File: src/rtl/rtg_pkg.sv
package rtg_pkg;
  parameter int CW = 16;
  typedef logic [CW-1:0] cnt_t;

  typedef struct packed {
    cnt_t htot;
    cnt_t vtot;
    cnt_t hds;
    cnt_t hde;
    cnt_t vds;
    cnt_t vde;
    cnt_t hsw;
    cnt_t vsw;
  } rtg_timing_t;

  typedef enum logic [2:0] {
    SEL_TOTAL = 3'd0,
    SEL_HWIN  = 3'd1,
    SEL_VWIN  = 3'd2,
    SEL_HSW   = 3'd3,
    SEL_VSW   = 3'd4
  } rtg_sel_e;
endpackage

File: src/rtl/rtg_cfg_regs.sv
module rtg_cfg_regs
  import rtg_pkg::*;
#(
  parameter rtg_timing_t INIT = '0
) (
  input  logic        clk,
  input  logic        rst,
  input  logic        wr_en,
  input  logic [2:0]  wr_sel,
  input  logic [31:0] wr_data,
  input  logic        load,
  output rtg_timing_t live
);
  rtg_timing_t staged;
  cnt_t        hi_f;
  cnt_t        lo_f;

  assign hi_f = wr_data[16 +: CW];
  assign lo_f = wr_data[CW-1:0];

  always_ff @(posedge clk) begin
    if (rst) begin
      staged <= INIT;
      live   <= INIT;
    end else begin
      if (load) live <= staged;
      if (wr_en) begin
        case (rtg_sel_e'(wr_sel))
          SEL_TOTAL: begin staged.htot <= hi_f; staged.vtot <= lo_f; end
          SEL_HWIN:  begin staged.hds  <= hi_f; staged.hde  <= lo_f; end
          SEL_VWIN:  begin staged.vds  <= hi_f; staged.vde  <= lo_f; end
          SEL_HSW:   staged.hsw <= lo_f;
          SEL_VSW:   staged.vsw <= lo_f;
          default:   ;
        endcase
      end
    end
  end
endmodule

File: src/rtl/rtg_axis_ctr.sv
module rtg_axis_ctr #(
  parameter int W = 16
) (
  input  logic         clk,
  input  logic         rst,
  input  logic         clr,
  input  logic         step,
  input  logic [W-1:0] limit,
  output logic [W-1:0] cnt,
  output logic         wrap
);
  logic [W:0] nxt;

  assign nxt  = {1'b0, cnt} + 1'b1;
  assign wrap = (nxt >= {1'b0, limit});

  always_ff @(posedge clk) begin
    if (rst || clr)  cnt <= '0;
    else if (step)   cnt <= wrap ? '0 : nxt[W-1:0];
  end
endmodule

File: src/rtl/rtg_out_stage.sv
module rtg_out_stage
  import rtg_pkg::*;
(
  input  logic        clk,
  input  logic        rst,
  input  logic        en,
  input  logic        ce,
  input  cnt_t        hcnt,
  input  cnt_t        vcnt,
  input  rtg_timing_t cfg,
  output logic        hsync_q,
  output logic        vsync_q,
  output logic        de_q,
  output cnt_t        x_q,
  output cnt_t        y_q,
  output logic        sof_q,
  output logic        eof_q
);
  logic h_act, v_act, act, first_px, after_last;

  always_comb begin
    h_act      = (hcnt >= cfg.hds) && (hcnt < cfg.hde);
    v_act      = (vcnt >= cfg.vds) && (vcnt < cfg.vde);
    act        = h_act && v_act;
    first_px   = (hcnt == cfg.hds) && (vcnt == cfg.vds);
    after_last = (hcnt == cfg.hde) && (vcnt == cfg.vde - 1'b1);
  end

  always_ff @(posedge clk) begin
    if (rst || !en) begin
      hsync_q <= 1'b0;
      vsync_q <= 1'b0;
      de_q    <= 1'b0;
      x_q     <= '0;
      y_q     <= '0;
      sof_q   <= 1'b0;
      eof_q   <= 1'b0;
    end else if (ce) begin
      hsync_q <= hcnt < cfg.hsw;
      vsync_q <= vcnt < cfg.vsw;
      de_q    <= act;
      x_q     <= act ? cnt_t'(hcnt - cfg.hds) : '0;
      y_q     <= act ? cnt_t'(vcnt - cfg.vds) : '0;
      sof_q   <= first_px;
      eof_q   <= after_last;
    end else begin
      sof_q   <= 1'b0;
      eof_q   <= 1'b0;
    end
  end
endmodule

File: src/rtl/raster_timing_gen.sv
module raster_timing_gen
  import rtg_pkg::*;
#(
  parameter int DEF_HTOT = 20,
  parameter int DEF_VTOT = 12,
  parameter int DEF_HDS  = 5,
  parameter int DEF_HDE  = 15,
  parameter int DEF_VDS  = 3,
  parameter int DEF_VDE  = 10,
  parameter int DEF_HSW  = 2,
  parameter int DEF_VSW  = 1
) (
  input  logic          clk,
  input  logic          rst,
  input  logic          enable,
  input  logic          pix_ce,
  input  logic          cfg_we,
  input  logic [2:0]    cfg_sel,
  input  logic [31:0]   cfg_wdata,
  output logic          hsync,
  output logic          vsync,
  output logic          de,
  output logic [CW-1:0] pix_x,
  output logic [CW-1:0] pix_y,
  output logic          sof,
  output logic          eof
);
  localparam rtg_timing_t INIT = '{
    htot: cnt_t'(DEF_HTOT), vtot: cnt_t'(DEF_VTOT),
    hds:  cnt_t'(DEF_HDS),  hde:  cnt_t'(DEF_HDE),
    vds:  cnt_t'(DEF_VDS),  vde:  cnt_t'(DEF_VDE),
    hsw:  cnt_t'(DEF_HSW),  vsw:  cnt_t'(DEF_VSW)
  };

  rtg_timing_t live;
  cnt_t        hcnt, vcnt;
  logic        h_wrap, v_wrap, h_step, v_step, frame_wrap, cfg_load;

  assign h_step     = enable & pix_ce;
  assign v_step     = h_step & h_wrap;
  assign frame_wrap = v_step & v_wrap;
  assign cfg_load   = ~enable | frame_wrap;

  rtg_cfg_regs #(.INIT(INIT)) u_cfg (
    .clk(clk), .rst(rst), .wr_en(cfg_we), .wr_sel(cfg_sel),
    .wr_data(cfg_wdata), .load(cfg_load), .live(live)
  );

  rtg_axis_ctr #(.W(CW)) u_hctr (
    .clk(clk), .rst(rst), .clr(~enable), .step(h_step),
    .limit(live.htot), .cnt(hcnt), .wrap(h_wrap)
  );

  rtg_axis_ctr #(.W(CW)) u_vctr (
    .clk(clk), .rst(rst), .clr(~enable), .step(v_step),
    .limit(live.vtot), .cnt(vcnt), .wrap(v_wrap)
  );

  rtg_out_stage u_out (
    .clk(clk), .rst(rst), .en(enable), .ce(pix_ce),
    .hcnt(hcnt), .vcnt(vcnt), .cfg(live),
    .hsync_q(hsync), .vsync_q(vsync), .de_q(de),
    .x_q(pix_x), .y_q(pix_y), .sof_q(sof), .eof_q(eof)
  );
endmodule

File: config.mk
export PLATFORM = sky130hd
export DESIGN_NAME = raster_timing_gen
export DESIGN_NICKNAME = d
export VERILOG_FILES = /design/src/rtl/rtg_pkg.sv /design/src/rtl/rtg_cfg_regs.sv /design/src/rtl/rtg_axis_ctr.sv /design/src/rtl/rtg_out_stage.sv /design/src/rtl/raster_timing_gen.sv
export SDC_FILE = /design/constraint.sdc
export NUM_CORES = 1
export LEC_CHECK = 0
export BUFFER_PORTS_ARGS = -buffer_cell sky130_fd_sc_hd__buf_4
export CORE_UTILIZATION = 56
export DETAILED_ROUTE_END_ITERATION = 6
export PLACE_DENSITY_LB_ADDON = 0.25
export REMOVE_ABC_BUFFERS = 1
export SYNTH_ARGS = -nofsm -noshare
export SYNTH_HDL_FRONTEND = slang
export SYNTH_HIERARCHICAL = 1
export SYNTH_SLANG_ARGS = --single-unit
export TNS_END_PERCENT = 10
File: constraint.sdc
create_clock -name clk -period 4.6 [get_ports clk]
set_clock_uncertainty 0.05 [all_clocks]
set_input_delay 0.69 -clock clk [delete_from_list [all_inputs] [get_ports clk]]
set_output_delay 0.69 -clock clk [all_outputs]
set_load 0.01 [all_outputs]
### Yosys cells after proc, flatten, opt, wreduce, memory -nomap -nowiden

Cells that the tools add are included.

| storage, ports and cells | value |
|---|---|
| memory bits (writable) | 0 |
| output and inout port bits | 37 |
| input port bits | 40 |
| logic and storage cells | 71 |
| bits in latches | 0 |
| bits in read-only memories | 0 |
| register bits | 325 |
| memories kept | 0 |

| operators by class | value |
|---|---|
| reductions and logical operators | 15 |
| eq/ne operators | 8 |
| $lt $le $gt $ge | 8 |
| shift operators | 0 |
| muxes and demuxes | 4 |
| div/mod/pow operators | 0 |
| bitwise logic cells | 6 |
| add/subtract/negate cells | 5 |
| multipliers | 0 |

Operator list:

| kind | count |
|---|---|
| $eq A16 B16 Y1 | 4 |
| $lt A16 B16 Y1 | 4 |
| $mux W16 | 4 |
| $add A16 B1 Y17 const B | 2 |
| $ge A17 B16 Y1 | 2 |
| $ge A16 B16 Y1 | 2 |
| $sub A16 B16 Y16 | 2 |
| $sub A16 B1 Y16 const B | 1 |
| $reduce_and A2 Y1 | 5 |
| $eq A3 B2 Y1 const B | 2 |
| $logic_and A1 B1 Y1 | 5 |
| $and A1 B1 Y1 | 3 |
| $eq A3 B1 Y1 const B | 1 |
| $eq A3 B3 Y1 const B | 1 |
| $logic_not A3 Y1 | 1 |
| $logic_or A1 B1 Y1 | 2 |
| $not A1 Y1 | 2 |
| $reduce_or A2 Y1 | 1 |
| $logic_not A1 Y1 | 1 |
| $or A1 B1 Y1 | 1 |

### Depth between registers and ports, before layout

Gate-level depths: netlist (run 1).

| depth | value |
|---|---|
| depth in word-level cells | 5 |
| depth in mapped cells | 20 |
| depth with buffers taken out | 17 |

### By module

The synthesis (run 1) kept the hierarchy.

By module, submodules not included:

| module | instances | area each (um2) | seq. area each (um2) | cells an instance |
|---|---|---|---|---|
| rtg_cfg_regs | 1 | 9,639.2 | 5,124.9 | 878 |
| rtg_out_stage | 1 | 5,102.4 | 740.7 | 692 |
| rtg_axis_ctr | 2 | 1,375.1 | 320.3 | 183 |
| raster_timing_gen | 1 | 26.3 | 0.0 | 5 |

### Worst setup path after synthesis (run 1)

Ideal clock, no wire load.

| timing | value |
|---|---|
| kind | flip-flop to flip-flop |
| from | register u_vctr.cnt[1] |
| to | register u_cfg/live[0] (netlist name) |
| arrival | 4.115 ns |
| data required time | 4.430 ns |
| cell stages (with the launch flop) | 19 |
| slack | 0.315 ns |
| path through | dfxtp_1 -> ha_1 -> nand2_1 -> nor3_1 -> nand2_1 -> xnor2_1 -> ha_1 -> and4_4 -> a221o_1 -> or4_4 -> o221ai_4 -> buf_8 -> nand2_1 -> nand3_1 -> nand2_1 -> buf_2 -> buf_2 -> buf_2 -> a211o_1 |

| between the ends | value |
|---|---|
| longest elaborated chain between the ends | 4 |

RTL lines:

| what | line | RTL |
|---|---|---|
| start, declared | rtg_axis_ctr.sv:9 | `output logic [W-1:0] cnt,` |
| start signal, assigned | rtg_axis_ctr.sv:19 | `else if (step) cnt <= wrap ? '0 : nxt[W-1:0];` |
| $add A16 B1 Y17 | rtg_axis_ctr.sv:14 | `assign nxt = {1'b0, cnt} + 1'b1;` |
| $ge A17 B16 Y1 | rtg_axis_ctr.sv:15 | `assign wrap = (nxt >= {1'b0, limit});` |
| via v_wrap | raster_timing_gen.sv:37 | `logic h_wrap, v_wrap, h_step, v_step, frame_wrap, cfg_load;` |
| $and A1 B1 Y1 | raster_timing_gen.sv:41 | `assign frame_wrap = v_step & v_wrap;` |
| $or A1 B1 Y1 | raster_timing_gen.sv:42 | `assign cfg_load = ~enable \| frame_wrap;` |
| via cfg_load | raster_timing_gen.sv:37 |  |

The timed path passes the listed nets, and every way through them passes these cells.
A chain may end at the register's enable or synchronous reset.

### Worst setup path in the final report (run 1)

| timing | value |
|---|---|
| from | register u_hctr.cnt[1] |
| to | register u_cfg/live[39] (netlist name) |

| between the ends | value |
|---|---|
| longest elaborated chain between the ends | 5 |

RTL lines:

| what | line | RTL |
|---|---|---|
| start, declared | rtg_axis_ctr.sv:9 |  |
| start signal, assigned | rtg_axis_ctr.sv:19 |  |
| $add A16 B1 Y17 | rtg_axis_ctr.sv:14 |  |
| $ge A17 B16 Y1 | rtg_axis_ctr.sv:15 |  |
| via h_wrap | raster_timing_gen.sv:37 |  |
| $and A1 B1 Y1 | raster_timing_gen.sv:40 | `assign v_step = h_step & h_wrap;` |
| $and A1 B1 Y1 | raster_timing_gen.sv:41 |  |
| $or A1 B1 Y1 | raster_timing_gen.sv:42 |  |
| via cfg_load | raster_timing_gen.sv:37 |  |

The timed path passes the listed nets, and every way through them passes these cells.

==> metrics, run 1 <==
endpoints failing setup 0; Final Cell Area 19,800 um^2; hold path startpoint cfg_wdata[20]; layout cells sized above 1 0.107; Starting Density 0.571; Tmin final 4.35 ns; CP cell instances ha_2, nand2_1, nor3_1, buf_4, nand2_1, xnor2_1, ha_1, and4_4, a221o_1, or4_4, o221ai_4, nand2_1, nand3_1, nand2_4, buf_12, mux2i_1, nor2_1; commonest cells after routing, fill and taps aside dfxtp_1 (325), mux2i_1 (242), nor2_1 (188), nand2b_1 (184), inv_1 (153); RSZ-0062 raised after global routing no; hold path cells 3; Synth Warn # 6; Core Area 30,700 um^2; Post-CTS Setup Inserts 0; flops & latches, synth 325; Slew @ Worst Pin 0.935 ns; DP Worst Slack 0.275 ns; startpoint types flop; PortBufs 76; Layout Nets 2,189; Power Density 323 nW/um^2; # hold bufs at CTS 0; R2R Path End u_cfg/live[39]; WHS Endpoint u_cfg/staged[116]; Most common cell on crit path nand2_1; register area share after synthesis 0.371; CP Max Fanout 44; CP arrival 4.67 ns; initial antenna violation count 1; pin count of the biggest net entering global routing 156; worst path bufs/invs 2; Crit. End Element flop; DR WL/cell 18.3 um; Die H 179 um; Worst Setup Slack, final 0.251 ns; Final Total Pwr 6390 uW; async set or reset register ratio after synthesis 0; DR pass1 iterations 5; Relative slew margins 0.377; Worst R2R Start u_hctr/cnt[1]; # diodes 0; Slowest Stage Delay on Critical Path 0.49 ns; Post-DRT Antenna Nets 0; dpl cell area 18,500 um^2; initial DRC count 955; Worst-Skew Late Latency 0.51 ns; vias 14.0k; Netlist cell types 72; final hold vios 0; max_cap viols 0; Ports 77; routability congestion estimate 0.936; drt drc 0; Crit path max-delay family simple AND/OR/NAND/NOR gates; reg2reg setup slack 0.25 ns; FMAX 230 MHz; CP required 4.93 ns; drt total wl 44.6 mm; root buf cell clkbuf_16; global-route usage over all layers 0.281; post-DR vias/cell 5.74; syn_area_per_cell 9.03 um^2; FP Rows 64; GRT overflow 0; outcome finished, final reports clean; IR drop worst, VDD 0.000248 V; Main synth FF type dfxtp_1; TritonCTS buffer count 37; Final Max Tran Viols 0; FF-to-FF path depth 17; final period utilization 0.946; critical path launch point u_hctr/cnt[1]; worst hold slack 0.411 ns; post-layout util 0.646; leading cell type in the layout, fill and taps excluded dfxtp_1; post-DP HPWL 31.6 mm; area grow syn2layout 13.2%; crit path kind flop to flop; die footprint 32,000 um^2; Post-synth EDFFs 0; Die W 179 um; first-pass GRT wire length 70.4 mm; Worst Hold Class input pin to flop; vias in the first global route 13.3k; cells after synthesis 1,941; Post-Synthesis Cell Area 17,500 um^2; Sink Count 325; # H-tree levels 2; Reg clk slew, reported paths 0.06 ns; CTS max path bufs 3; static leakage 0.00873 uW; CTS tree built; slowest cell on the critical path or4_4
-- flip-flops by register name, indices dropped and copies added, names as in the netlist --
name and cells:
u_cfg/live 128, u_cfg/staged 128, u_hctr/cnt 16, u_out/de_q 1, u_out/eof_q 1, u_out/hsync_q 1
u_out/sof_q 1, u_out/vsync_q 1, u_out/x_q 16, u_out/y_q 16, u_vctr/cnt 16
-- worst max path at each step --
stage	end	slack, ns	cells after the start
after global placement	u_cfg/live[74]	0.36	17
after global routing	u_cfg/live[45]	0.02	17
after CTS	u_cfg/live[73]	0.23	17
after detailed placement	u_cfg/live[74]	0.28	17
after floorplan	u_cfg/live[0]	-2.99	14
final	u_cfg/live[39]	0.25	17
-- power by group --
group	switching (uW)	internal [uW]	total, uW
combinational	230	174	404
clock	1180	1920	3100
sequential	28.2	2860	2890
total	1440	4960	6390
-- cells in the mapped netlist, drive strengths merged, types with 5 or more instances --
| library cell | number | share of area |
|---|---|---|
| a211o | 20 | 0.010 |
| a211oi | 11 | 0.0047 |
| a21o | 16 | 0.0069 |
| a21oi | 100 | 0.029 |
| a31oi | 19 | 0.0068 |
| and3 | 10 | 0.0037 |
| and4 | 9 | 0.0048 |
| buf | 48 | 0.020 |
| clkbuf | 42 | 0.0090 |
| dfxtp | 325 | 0.37 |
| ha | 129 | 0.092 |
| inv | 153 | 0.033 |
| mux2i | 242 | 0.14 |
| nand2 | 88 | 0.019 |
| nand2b | 184 | 0.066 |
| nand3 | 54 | 0.015 |
| nand4 | 44 | 0.017 |
| nand4b | 5 | 0.0025 |
| nor2 | 188 | 0.040 |
| nor2b | 22 | 0.0079 |
| nor3 | 20 | 0.0057 |
| nor4 | 13 | 0.0046 |
| o211ai | 8 | 0.0034 |
| o21a | 7 | 0.0030 |
| o21ai | 32 | 0.0091 |
| o22ai | 16 | 0.0057 |
| o31ai | 5 | 0.0021 |
| or2 | 7 | 0.0026 |
| or3 | 6 | 0.0021 |
| or4 | 5 | 0.0030 |
| xnor2 | 40 | 0.020 |
| xor2 | 23 | 0.011 |
-- per-layer routing --
layer,part of all wire,GRT usage
met5,0,0
met1,0.46,0.385
met4,0.037,0.114
met2,0.45,0.441
met3,0.056,0.0397
-- stage by stage --
stage | cells | setup TNS, ns
after floorplan | 1851 | -365.52
after global placement | 2375 | 0
after detailed placement | 2375 | 0
after CTS | 2438 | 0
after global routing | 2438 | 0
final | 2438 | 0
-- logic make-up (layout without fill, tap and decap cells) --
family	after synthesis	after routing	share of synthesized area
AO/OA/AOI/OAI	263	263	0.0977
multiplexers	243	243	0.139
AND/OR/NAND/NOR	671	671	0.204
buffers and inverters	245	346	0.0621
XOR/XNOR	63	63	0.0319
flip-flops	325	325	0.371
adder cells (fa/ha/maj)	131	131	0.0944
-- area by class of cell --
cell class                 count  area, um^2
clock buffer                  47        1030
clock inverter                16         244
fill                        2566       10800
inverter                     155         582
multi-input combinational   1371        9940
sequential                   325        6510
tap                          396         495
timing repair buffer         128        1020
-- tightest hold or removal path: stages --
cell     delay (ns)
buf_4          0.08
nor2_1         0.03
mux2i_1        0.12
-- what timing repair did --
action | CTS | global route
hold endpoints to repair | 0 | 0
endpoints found under the setup margin | 0 | 11
resized for setup | 0 | 1
No activity file was read; power rests on OpenSTA's default activity.
==> inputs of run 2 (changes only) <==
--- a/config.mk
+++ b/config.mk
@@ -6,7 +6,9 @@
 export NUM_CORES = 1
 export LEC_CHECK = 0
 export BUFFER_PORTS_ARGS = -buffer_cell sky130_fd_sc_hd__buf_4
-export CORE_UTILIZATION = 56
+export CELL_PAD_IN_SITES_DETAIL_PLACEMENT = 1
+export CELL_PAD_IN_SITES_GLOBAL_PLACEMENT = 1
+export CORE_UTILIZATION = 44
 export DETAILED_ROUTE_END_ITERATION = 6
 export PLACE_DENSITY_LB_ADDON = 0.25
 export REMOVE_ABC_BUFFERS = 1
==> run 2 against run 1 <==
- sequential power hardly changed
- clock power hardly changed
- sequential share of layout area is 0.12 points lower
- cell area is 0.40% higher
- largest power group unchanged
- sequential cell count stayed put
- non-clock buffer count is 5 lower
- highest routed layer unchanged
- power is 0.31% lower
- count of clock-buffer cells in the layout is 8 higher
- global-route usage is 2.7 points lower
- worst hold slack worse by 0.057 ns
- wire length is 15% higher
- die area is 27% higher
==> metrics, run 2 (synthesis results as in run 1) <==
CTS tree built (unchanged); post-DR vias/cell 5.52 (was 5.74); DR WL/cell 20.1 um (was 18.3 um); Sink Count 325 (unchanged); layout cells sized above 1 0.104 (was 0.107); R2R Path End u_cfg/live[50] (was u_cfg/live[39]); Relative slew margins 0.172 (was 0.377); Worst-Skew Late Latency 0.56 ns (was 0.51 ns); RSZ-0062 raised after global routing no (unchanged); Final Cell Area 19,900 um^2 (was 19,800 um^2); initial DRC count 650 (was 955); PortBufs 76 (unchanged); startpoint types flop (unchanged); Power Density 320 nW/um^2 (was 323 nW/um^2); first-pass GRT wire length 81.5 mm (was 70.4 mm); Final Max Tran Viols 0 (unchanged); FP Rows 72 (was 64); critical path launch point u_hctr/cnt[11] (was u_hctr/cnt[1]); Finished Layout Cells 2,559 (was 2,438); # diodes 0 (unchanged); vias in the first global route 14.8k (was 13.3k); Worst R2R Start u_hctr/cnt[11] (was u_hctr/cnt[1]); outcome finished, final reports clean (unchanged); Die W 202 um (was 179 um); vias 14.1k (was 14.0k); drt drc 0 (unchanged); global-route usage over all layers 0.254 (was 0.281); FF-to-FF path depth 16 (was 17); routability congestion estimate 0.909 (was 0.936); TNS Setup 0 ns (unchanged); Layout Nets 2,185 (was 2,189); worst hold slack 0.354 ns (was 0.411 ns); leading cell type in the layout, fill and taps excluded dfxtp_1 (unchanged); Tmin final 4.31 ns (was 4.35 ns); Ports 77 (unchanged); commonest cells after routing, fill and taps aside dfxtp_1 (324), mux2i_1 (242), nor2_1 (188), nand2b_1 (184), inv_1 (153) (was dfxtp_1 (325), mux2i_1 (242), nor2_1 (188), nand2b_1 (184), inv_1 (153)); CP required 4.97 ns (was 4.93 ns); Reg clk slew, reported paths 0.06 ns (about the same); crit path kind flop to flop (unchanged); IR drop worst, VDD 0.000218 V (was 0.000248 V); root buf cell clkbuf_16 (unchanged); CP Max Fanout 86 (was 44); die footprint 40,600 um^2 (was 32,000 um^2); Starting Density 0.450 (was 0.571); Final Total Pwr 6370 uW (was 6390 uW); FMAX 232 MHz (was 230 MHz); # hold bufs at CTS 0 (unchanged); reg2reg setup slack 0.29 ns (was 0.25 ns); initial antenna violation count 0 (was 1); Crit. End Element flop (unchanged); GRT overflow 0 (unchanged); TritonCTS buffer count 38 (was 37); static leakage 0.00869 uW (was 0.00873 uW); placed cells 2,492 (was 2,375); # H-tree levels 2 (unchanged); final hold vios 0 (unchanged); max_cap viols 0 (unchanged); dpl cell area 18,600 um^2 (was 18,500 um^2); final period utilization 0.937 (was 0.946); end point of the critical path u_cfg/live[50] (was u_cfg/live[39]); largest registers u_cfg/live: 128 flops, u_cfg/staged: 128 flops (unchanged); area grow syn2layout 13.6% (was 13.2%); Slew @ Worst Pin 1.24 ns (was 0.935 ns); CP arrival 4.68 ns (was 4.67 ns); Core Area 38,900 um^2 (was 30,700 um^2); post-DP HPWL 37.0 mm (was 31.6 mm); endpoints failing setup 0 (unchanged); Worst Hold Class input pin to flop (unchanged); Die H 202 um (was 179 um); drt total wl 51.5 mm (was 44.6 mm); pin count of the biggest net entering global routing 91 (was 156); Post-DRT Antenna Nets 0 (unchanged); DR pass1 iterations 5 (unchanged); CTS max path bufs 3 (unchanged)
-- run 2: metrics by stage --
stage / util / worst slack [ns]
floorplan: - / -2.99
global placement: 0.479 / 0.327
detailed placement: 0.479 / 0.275
global route: 0.511 / 0.00925
CTS: 0.511 / 0.231
finish: 0.511 / 0.288
-- run 2: cell type report --
type	count	area, um^2
Multi-Input combinational cell	1371	9950
Tap cell	518	648
Inverter	155	582
Clock inverter	12	115
Clock buffer	55	1140
Fill cell	4556	19000
Timing Repair Buffer	123	962
Sequential cell	325	6510
-- run 2: worst min-delay path by stage --
stage                     start           endpoint  cells past startpoint
4_1_cts           cfg_wdata[20]  u_cfg/staged[116]                      3
2_1_floorplan   u_cfg/staged[0]      u_cfg/live[0]                      1
3_5_place_dp   u_cfg/staged[17]     u_cfg/live[17]                      1
3_3_place_gp   u_cfg/staged[98]     u_cfg/live[98]                      1
6_report          cfg_wdata[20]  u_cfg/staged[116]                      3
5_1_grt           cfg_wdata[18]   u_cfg/staged[82]                      3
-- run 2: report_power, final --
part	internal [uW]	switching, uW	total, uW
Combinational	173	246	420
Clock	1830	1240	3070
Sequential	2860	27.6	2890
Total	4860	1510	6370
-- run 2: critical path: stages, from the launching register on --
cell and delay [ns]:
dfxtp_1 0.54, inv_1 0.20, nor4_1 0.34, buf_4 0.19
nand2_1 0.06, xnor2_1 0.24, ha_1 0.32, a21oi_1 0.17
o21ai_0 0.17, or4_4 0.58, o221ai_4 0.19, nand2_1 0.16
nand3_1 0.16, nand2_4 0.09, buf_16 0.23, mux2i_1 0.28
nor2_1 0.07
-- run 2: repair_timing --
action                                  4_1_cts  5_1_grt
endpoints found under the setup margin        0       60
resized for setup                             0        4
buffers inserted                              0        0
-- run 2: metal layers --
metal,GRT usage,up-vias,routed length [um]
met5,0,-,0
met4,0.0877,0,1560
met3,0.0364,87,1780
met2,0.422,249,24200
met1,0.335,6944,24000
li1,-,6856,-
